`src/rtl/srr_pkg.sv`:
```
// Shared encodings for the speech section repeat controller.
// Assumes descriptor kind codes are fixed by the external equation store.
package srr_pkg;
    localparam int REP_W  = 3;
    localparam int GREP_W = 5;
    localparam int RATE_W = 2;

    typedef enum logic [1:0] {
        SEC_HEAD    = 2'd0,
        SEC_SOUND   = 2'd1,
        SEC_SILENCE = 2'd2,
        SEC_TAIL    = 2'd3
    } sec_kind_t;

    typedef enum logic [1:0] {
        ST_IDLE  = 2'd0,
        ST_FETCH = 2'd1,
        ST_PLAY  = 2'd2
    } seq_state_t;
endpackage

```
`src/rtl/srr_tick_gen.sv`:
```
// Sample-rate divider: emits a one-clock tick every DIVn clocks while run is
// high, n being the rate code. Assumes rate is stable while run is high and
// every divisor is at least 2.
module srr_tick_gen #(
    parameter int DIV0 = 750,
    parameter int DIV1 = 625,
    parameter int DIV2 = 500,
    parameter int DIV3 = 375
) (
    input  logic                     clk,
    input  logic                     rst_n,
    input  logic                     run,
    input  logic [srr_pkg::RATE_W-1:0] rate,
    output logic                     tick
);
    localparam int M01   = (DIV0 > DIV1) ? DIV0 : DIV1;
    localparam int M23   = (DIV2 > DIV3) ? DIV2 : DIV3;
    localparam int DMAX  = (M01 > M23) ? M01 : M23;
    localparam int CNT_W = (DMAX > 2) ? $clog2(DMAX) : 1;

    logic [CNT_W-1:0] cnt;
    logic [CNT_W-1:0] limit;

    // Select the terminal count for the current rate code.
    always_comb begin
        case (rate)
            2'd0:    limit = CNT_W'(DIV0 - 1);
            2'd1:    limit = CNT_W'(DIV1 - 1);
            2'd2:    limit = CNT_W'(DIV2 - 1);
            default: limit = CNT_W'(DIV3 - 1);
        endcase
    end

    assign tick = run && (cnt == limit);

    // Free-run the divider while playing, park at zero otherwise.
    always_ff @(posedge clk) begin
        if (!rst_n || !run) begin
            cnt <= '0;
        end else if (cnt == limit) begin
            cnt <= '0;
        end else begin
            cnt <= cnt + CNT_W'(1);
        end
    end
endmodule

```
`src/rtl/srr_len_count.sv`:
```
// Section length counter: counts ticks and flags the tick that completes one
// play of len sample periods (zero length treated as one). Assumes len is
// stable while run is high.
module srr_len_count #(
    parameter int LEN_W = 17
) (
    input  logic             clk,
    input  logic             rst_n,
    input  logic             run,
    input  logic             tick,
    input  logic [LEN_W-1:0] len,
    output logic             last
);
    logic [LEN_W-1:0] cnt;
    logic [LEN_W-1:0] span;

    assign span = (len == '0) ? LEN_W'(1) : len;
    assign last = tick && (cnt == span - LEN_W'(1));

    // Advance on each tick, wrap at the end of a play.
    always_ff @(posedge clk) begin
        if (!rst_n || !run) begin
            cnt <= '0;
        end else if (last) begin
            cnt <= '0;
        end else if (tick) begin
            cnt <= cnt + LEN_W'(1);
        end
    end
endmodule

```
`src/rtl/speech_seq_ctrl.sv`:
```
// Speech section repeat controller. Fetches section descriptors in order,
// plays each for its length in sample ticks at its own rate, repeats sound
// sections locally and loops the equation on every tail for the global count.
// Assumes the descriptor source holds its fields valid in the sec_ack cycle
// and acknowledges only while sec_req is high.
module speech_seq_ctrl #(
    parameter int IDX_W  = 8,
    parameter int LEN_W  = 17,
    parameter int DIV_R0 = 750,
    parameter int DIV_R1 = 625,
    parameter int DIV_R2 = 500,
    parameter int DIV_R3 = 375
) (
    input  logic             clk,
    input  logic             rst_n,
    input  logic             start,
    input  logic             abort,
    input  logic [4:0]       gr_count,
    output logic             sec_req,
    output logic [IDX_W-1:0] sec_idx,
    input  logic             sec_ack,
    input  logic [1:0]       sec_kind,
    input  logic [1:0]       sec_rate,
    input  logic             sec_led,
    input  logic [2:0]       sec_reps,
    input  logic [LEN_W-1:0] sec_len,
    output logic             sample_tick,
    output logic             led_en,
    output logic             mute,
    output logic             last_pass,
    output logic             done
);
    import srr_pkg::*;

    seq_state_t               state;
    logic [IDX_W-1:0]         idx_q;
    sec_kind_t                kind_q;
    logic [RATE_W-1:0]        rate_q;
    logic [LEN_W-1:0]         len_q;
    logic                     led_q;
    logic [REP_W-1:0]         rep_left;
    logic [GREP_W-1:0]        pass_left;
    logic                     done_q;
    logic                     run;
    logic                     tick;
    logic                     play_end;
    logic [REP_W-1:0]         reps_eff;
    logic [GREP_W-1:0]        gr_eff;

    assign run       = (state == ST_PLAY);
    assign reps_eff  = (sec_kind == SEC_SOUND && sec_reps != '0) ? sec_reps : REP_W'(1);
    assign gr_eff    = (gr_count == '0) ? GREP_W'(1) : gr_count;

    srr_tick_gen #(
        .DIV0(DIV_R0), .DIV1(DIV_R1), .DIV2(DIV_R2), .DIV3(DIV_R3)
    ) tick_i (
        .clk  (clk),
        .rst_n(rst_n),
        .run  (run),
        .rate (rate_q),
        .tick (tick)
    );

    srr_len_count #(.LEN_W(LEN_W)) len_i (
        .clk  (clk),
        .rst_n(rst_n),
        .run  (run),
        .tick (tick),
        .len  (len_q),
        .last (play_end)
    );

    // Sequence fetches, plays, local repeats and global passes.
    always_ff @(posedge clk) begin
        if (!rst_n) begin
            state     <= ST_IDLE;
            idx_q     <= '0;
            kind_q    <= SEC_HEAD;
            rate_q    <= '0;
            len_q     <= '0;
            led_q     <= 1'b0;
            rep_left  <= '0;
            pass_left <= '0;
            done_q    <= 1'b0;
        end else begin
            done_q <= 1'b0;
            if (abort) begin
                state <= ST_IDLE;
                led_q <= 1'b0;
            end else begin
                case (state)
                    ST_IDLE: begin
                        if (start) begin
                            pass_left <= gr_eff;
                            idx_q     <= '0;
                            state     <= ST_FETCH;
                        end
                    end
                    ST_FETCH: begin
                        if (sec_ack) begin
                            kind_q   <= sec_kind_t'(sec_kind);
                            rate_q   <= sec_rate;
                            len_q    <= sec_len;
                            led_q    <= sec_led;
                            rep_left <= reps_eff;
                            state    <= ST_PLAY;
                        end
                    end
                    ST_PLAY: begin
                        if (play_end) begin
                            if (rep_left > REP_W'(1)) begin
                                rep_left <= rep_left - REP_W'(1);
                            end else if (kind_q != SEC_TAIL) begin
                                idx_q <= idx_q + IDX_W'(1);
                                state <= ST_FETCH;
                            end else if (pass_left > GREP_W'(1)) begin
                                pass_left <= pass_left - GREP_W'(1);
                                idx_q     <= '0;
                                state     <= ST_FETCH;
                            end else begin
                                state  <= ST_IDLE;
                                led_q  <= 1'b0;
                                done_q <= 1'b1;
                            end
                        end
                    end
                    default: state <= ST_IDLE;
                endcase
            end
        end
    end

    assign sec_req     = (state == ST_FETCH);
    assign sec_idx     = idx_q;
    assign sample_tick = tick;
    assign led_en      = led_q;
    assign mute        = run && (kind_q == SEC_SILENCE);
    assign last_pass   = (state != ST_IDLE) && (pass_left == GREP_W'(1));
    assign done        = done_q;
endmodule

```
`config.mk`:
```
export PLATFORM = sky130hd
export DESIGN_NAME = speech_seq_ctrl
export DESIGN_NICKNAME = d
export VERILOG_FILES = /design/src/rtl/srr_pkg.sv /design/src/rtl/srr_tick_gen.sv /design/src/rtl/srr_len_count.sv /design/src/rtl/speech_seq_ctrl.sv
export SDC_FILE = /design/constraint.sdc
export NUM_CORES = 1
export LEC_CHECK = 0
export BUFFER_PORTS_ARGS = -buffer_cell sky130_fd_sc_hd__buf_2
export CAP_MARGIN = 40
export CORE_AREA = 8 8 94 96
export CTS_CLUSTER_SIZE = 16
export DETAILED_ROUTE_END_ITERATION = 16
export DIE_AREA = 0 0 102 104
export GPL_TIMING_DRIVEN = 0
export PLACE_DENSITY = 0.79
export RECOVER_POWER = 25
export SLEW_MARGIN = 20
export SYNTH_ARGS = -nofsm -noshare
export SYNTH_HDL_FRONTEND = slang
export SYNTH_SLANG_ARGS = --single-unit
```
`constraint.sdc`:
```
create_clock -name clk -period 8.75 [get_ports clk]
set_input_delay 0.4375 -clock clk [delete_from_list [all_inputs] [get_ports clk]]
set_output_delay 0.4375 -clock clk [all_outputs]
set_load 0.01 [all_outputs]
```
=== Word level (Yosys, flattened, before mapping) ===
Cells that the tools add are included.

* Add/sub/neg operators: 6
* Magnitude comparators: 2
* Eq/ne operators: 19
* Muxes and demuxes: 34
* Bitwise gates (word level): 4
* Reduce and logical (&&, ||, !) cells: 26

{| class="wikitable"
|+ Operator list
! operator !! number
|-
| $mux 8 || 5
|-
| $mux 5 || 6
|-
| $pmux 10 s3 || 1
|-
| $add 17x1->17 const B || 1
|-
| $eq 17x17->1 || 1
|-
| $logic_not 17->1 || 1
|-
| $mux 17 || 1
|-
| $sub 17x1->17 const B || 1
|-
| $ne 2x2->1 const B || 8
|-
| $pmux 8 s2 || 1
|-
| $mux 3 || 4
|-
| $reduce_and 6->1 || 2
|-
| $add 10x1->10 const B || 1
|-
| $eq 10x10->1 || 1
|-
| $pmux 5 s2 || 1
|-
| $add 8x1->8 const B || 1
|-
| $mux 1 || 8
|-
| $mux 2 || 4
|-
| $reduce_and 7->1 || 1
|-
| $eq 2x1->1 const B || 3
|-
| $eq 2x2->1 const B || 3
|-
| $pmux 2 s3 || 1
|-
| $pmux 3 s2 || 1
|-
| $reduce_bool 2->1 || 3
|-
| other kinds (20) || 31
|}

* Register bits after elaboration: 68
* Input bits: 35
* Output and inout port bits: 14
* Logic and storage cells: 102

=== Depth between registers and ports, before layout ===
* Depth in word-level cells: 7
* Mapped depth: 14
* Depth with buffers taken out: 12

=== Modules after synthesis ===
Synthesis repeated with hierarchy kept, for this count alone.

* Cells, all modules: 494
* Area, all modules: 4146.5 um2

{| class="wikitable"
|+ By module, submodules not included
! module !! instances !! cells an instance !! area each (um2) !! seq. area each (um2)
|-
| speech_seq_ctrl || 1 || 262 || 2188.3 || 820.8
|-
| srr_len_count || 1 || 164 || 1372.6 || 340.3
|-
| srr_tick_gen || 1 || 68 || 585.6 || 200.2
|}

=== Worst setup path after synthesis ===
OpenSTA, ideal clock, no wires.

* Path type: flip-flop to flip-flop
* Start: register len_q[5]
* End: register idx_q[1], in the netlist sec_idx[1]
* Library setup time: 0.076 ns
* Arrival: 4.042 ns
* Data required time: 8.674 ns
* Path slack: 4.631 ns
* Stages on the path, launching flop included: 14
* Path buffers: 1
* Period minus slack after synthesis: 4.119 ns
* Cell sequence: dfxtp_1 -> clkbuf_1 -> or4_1 -> nor4_2 -> a21oi_1 -> ha_1 -> o21ba_2 -> a221oi_1 -> a41oi_1 -> or4b_4 -> nor4_4 -> nand2_2 -> or4_1 -> a31oi_1

* Cells in the longest elaborated chain, start to end: 7

{| class="wikitable"
|+ RTL lines
! element !! line !! text
|-
| from (decl) || speech_seq_ctrl.sv:39 || <nowiki>logic [LEN_W-1:0] len_q;</nowiki>
|-
| from (signal assigned) || speech_seq_ctrl.sv:103 || <nowiki>len_q <= sec_len;</nowiki>
|-
| $logic_not 17->1 || srr_len_count.sv:17 || <nowiki>assign span = (len == '0) ? LEN_W'(1) : len;</nowiki>
|-
| $mux 17 (*) || srr_len_count.sv:17 ||
|-
| $sub 17x1->17 (*) || srr_len_count.sv:18 || <nowiki>assign last = tick && (cnt == span - LEN_W'(1));</nowiki>
|-
| $eq 17x17->1 (*) || srr_len_count.sv:18 ||
|-
| $logic_and 1x1->1 (*) || srr_len_count.sv:18 ||
|-
| $ne 2x2->1 (no line) (*) || n/a ||
|-
| $reduce_and 6->1 (no line) (*) || n/a ||
|-
| to (signal assigned) || speech_seq_ctrl.sv:114 || <nowiki>idx_q <= idx_q + IDX_W'(1);</nowiki>
|-
| to (decl) || speech_seq_ctrl.sv:36 || <nowiki>logic [IDX_W-1:0] idx_q;</nowiki>
|}

Every way passes the cells marked *; elsewhere a longest branch is shown, timed or not.
A chain may end at the register's enable or synchronous reset.

=== Worst setup path in the final report ===
* Start: register len_q[5]
* End: register len_i.cnt[0]

* Cells in the longest elaborated chain, start to end: 6

{| class="wikitable"
|+ RTL lines
! element !! line !! text
|-
| $logic_not 17->1 || srr_len_count.sv:17 ||
|-
| $mux 17 (*) || srr_len_count.sv:17 ||
|-
| $sub 17x1->17 (*) || srr_len_count.sv:18 ||
|-
| $eq 17x17->1 (*) || srr_len_count.sv:18 ||
|-
| $logic_and 1x1->1 (*) || srr_len_count.sv:18 ||
|-
| $reduce_or 2->1 (no line) (*) || n/a ||
|-
| to (signal assigned) || srr_len_count.sv:27 || <nowiki>cnt <= cnt + LEN_W'(1);</nowiki>
|-
| to (decl) || srr_len_count.sv:14 || <nowiki>logic [LEN_W-1:0] cnt;</nowiki>
|}

Marks and branches as above.

==> results.json <==
{
  "fin_crit_ns": 4.91,
  "leakage_nw": 1.74,
  "num_io_pins": 49,
  "hold_ws_ns": 0.325,
  "vias_per_cell": 5.91,
  "required_ns": 8.99,
  "synthCells": 552,
  "max-vdd-ir-drop_uv": 96.8,
  "seq_power_share": 0.447,
  "p_comb_frac": 0.122,
  "status": "complete, no violations",
  "n_antenna_cell": 0,
  "sw_frac_of_total": 0.257,
  "cts_tree": "done",
  "synth.distinct_cells": 69,
  "ctsHoldBuffers": 0,
  "drt-pass1-iter-count": 5,
  "synthTopCellsByArea": "dfxtp_1 (32%), nand2_1 (7.5%), nor2_1 (5.1%)",
  "synthFlopType": "dfxtp_1",
  "end_kind": "flop",
  "root_buffer": "clkbuf_8",
  "dieArea_um2": 10600,
  "startpoint": "len_q[5]$_SDFFE_PN0P_",
  "yosysSeqAreaShare": 0.320,
  "grt_antenna_before_repair": 0,
  "grt_usage": 0.213,
  "area_delta_synth_final_pct": 13.7,
  "drc": 0,
  "reg2reg_slack_ns": 3.84,
  "crit_arrival_ns": 5.15,
  "p_switching_w": 0.000182,
  "fillers": 648,
  "path_clk_slew_ns": 0.08,
  "dp.cells": 701,
  "yosysMostFrequentCell": "nand2_1",
  "final_cells": 717,
  "dpl.hpwl_um": 8380,
  "rsz0062_at_grt": "false",
  "place.gp.congestion": 0.911,
  "final_nets": 658,
  "cp_max_fo": 10,
  "h-tree-depth": 3,
  "timing.rr.start": "len_q[5]$_SDFFE_PN0P_",
  "slew_violations": 0,
  "cts_buffer_depth": 2,
  "skew_ns": 0.0101,
  "grt_overflow_total": 0,
  "finalWorstSetupSlack_ns": 3.84,
  "synthArstFlopShare": 0,
  "rr_worst_depth": 14,
  "drtAntennaViolNets": 0,
  "worst_setup_path_start_kind": "flop",
  "place_ws_ns": 3.93,
  "core_area_um2": 7450,
  "via_count": 4237,
  "worstMarginPinSlew_ns": 0.733,
  "worstSkewPairLatency_ns": 0.35,
  "grt_pass1_vias": 4057,
  "setup_viol": 0,
  "io_buffers": 47,
  "drt_iter0_markers": 271,
  "synth-edff-count": 0,
  "grt_max_degree": 13,
  "initial_core_util": 0.571,
  "crit_end": "len_i.cnt[0]$_SDFFE_PP0P_",
  "fin_util": 0.649,
  "wire_per_inst_um": 15.7,
  "cts_buffers": 9,
  "yosysTopAreaCell": "dfxtp_1",
  "worstReg2RegEnd": "len_i.cnt[0]$_SDFFE_PP0P_",
  "synth_nets": 600,
  "rows": 32,
  "timing.final.crit_share": 0.561,
  "max_slew_margin": 0.507,
  "syn_avg_cell_area_um2": 7.70,
  "hp-class": "primary input to flop",
  "drt_wl_total_um": 11300,
  "p_clk_frac": 0.431,
  "crit_type": "flop to flop",
  "power.internal_w": 0.000525,
  "setup_tns_ns": 0,
  "final-hold-violation-count": 0,
  "synthTopCellsByCount": "nand2_1 (85), dfxtp_1 (68), nor2_1 (58), a21oi_1 (38), nand3_1 (24)",
  "fp.dieH_um": 104,
  "maxCapViolCount": 0,
  "grt_first_pass_wirelength_um": 18700,
  "syn_area_um2": 4250,
  "clock.fmax_mhz": 204,
  "cts.repair.resized": 0,
  "p_per_area_nw_per_um2": 146,
  "synth_seq_cells": 68,
  "yosys_warnings": 0,
  "yosysTopAreaCellShare": 0.320,
  "postCtsSetupBuffers": 0,
  "cts_sinks": 68,
  "die_w_um": 102,
  "drive_gt1_frac": 0.119
}
==> flip-flops by register name, summed over array words and instances (netlist names) <==
signal	count
state	2
len_i.cnt	17
done	1
rep_left	3
len_q	17
sec_idx	8
kind_q	2
rate_q	2
tick_i.cnt	10
pass_left	5
led_en	1
==> layout by cell type (no fill, tap or decap), types with 13 or more instances in the layout <==
cell type,Yosys,layout
nand2_1,85,85
dfxtp_1,68,68
nor2_1,58,58
buf_2,3,38
a21oi_1,38,38
clkbuf_1,19,31
nand3_1,24,24
xor2_1,21,21
xnor2_1,21,21
o21ai_0,20,20
inv_1,16,16
nor3_1,15,15
and3_1,14,14
ha_1,13,13
==> critical path, stage by stage, from the launching register on <==
cell and delay (ns):
dfxtp_1 0.30, clkbuf_1 0.24, or4_1 0.68, nor4_2 0.42, a21oi_1 0.15, ha_1 0.29, nor4b_2 0.23, nand3_1 0.09
nor4b_1 0.45, or4b_4 0.54, nor4_4 0.45, nand2_2 0.22, nand3_1 0.35, buf_2 0.29, nor2_1 0.08
==> routing by layer <==
metal | routed length [um] | GRT usage | up-vias
met1 | 5240 | 0.277 | 1988
met5 | 0 | 0 | -
met2 | 5260 | 0.337 | 140
met4 | 179 | 0.0756 | 0
li1 | - | - | 2088
met3 | 596 | 0.0415 | 21
==> power by group through the flow <==
stage	registers, W	logic [W]	clock network, W
3_3_place_gp	0.000323	0.0000828	0
3_5_place_dp	0.000323	0.0000839	0
4_1_cts	0.000316	0.0000847	0.000306
6_report	0.000316	0.0000863	0.000304
2_1_floorplan	0.000322	0.0000599	0
5_1_grt	0.000316	0.0000938	0.000318
==> area by class of cell <==
cell class,count,area (um^2),share of cell area
multi-input cells,443,2730,0.564
well taps,102,128,0.0264
repair buffers,47,220,0.0455
clock inverters,5,83.8,0.0173
clock buffers,11,151,0.0313
inverters,17,63.8,0.0132
flip-flops and latches,68,1360,0.282
plain buffers,24,101,0.0210
==> per-stage QoR <==
stage | cell area (um^2) | total power (W)
after floorplan | 4250 | 0.000382
after global placement | 4620 | 0.000406
after detailed placement | 4620 | 0.000407
after CTS | 4850 | 0.000706
after global routing | 4840 | 0.000728
final | 4840 | 0.000706
==> logic make-up after synthesis <==
| kind of cell | Yosys count | synth area share |
|---|---|---|
| flops | 68 | 0.320 |
| compound gates | 117 | 0.187 |
| buf+inv | 41 | 0.0388 |
| mux | 4 | 0.00971 |
| simple gates | 267 | 0.319 |
| fa+ha+maj | 13 | 0.0382 |
| xor+xnor | 42 | 0.0865 |
==> worst min-delay path by stage <==
| stage | to | cells after the start | slack, ns | from |
|---|---|---|---|---|
| 2_1_floorplan | pass_left[4]$_SDFFE_PN0P_ | 2 | 0.44 | pass_left[4]$_SDFFE_PN0P_ |
| 3_3_place_gp | pass_left[4]$_SDFFE_PN0P_ | 2 | 0.45 | pass_left[4]$_SDFFE_PN0P_ |
| 3_5_place_dp | pass_left[4]$_SDFFE_PN0P_ | 2 | 0.46 | pass_left[4]$_SDFFE_PN0P_ |
| 4_1_cts | len_q[15]$_SDFFE_PN0P_ | 3 | 0.31 | sec_len[15] |
| 5_1_grt | len_q[15]$_SDFFE_PN0P_ | 3 | 0.31 | sec_len[15] |
| 6_report | len_q[2]$_SDFFE_PN0P_ | 3 | 0.32 | sec_len[2] |
Power figures use the tool's default switching activity.
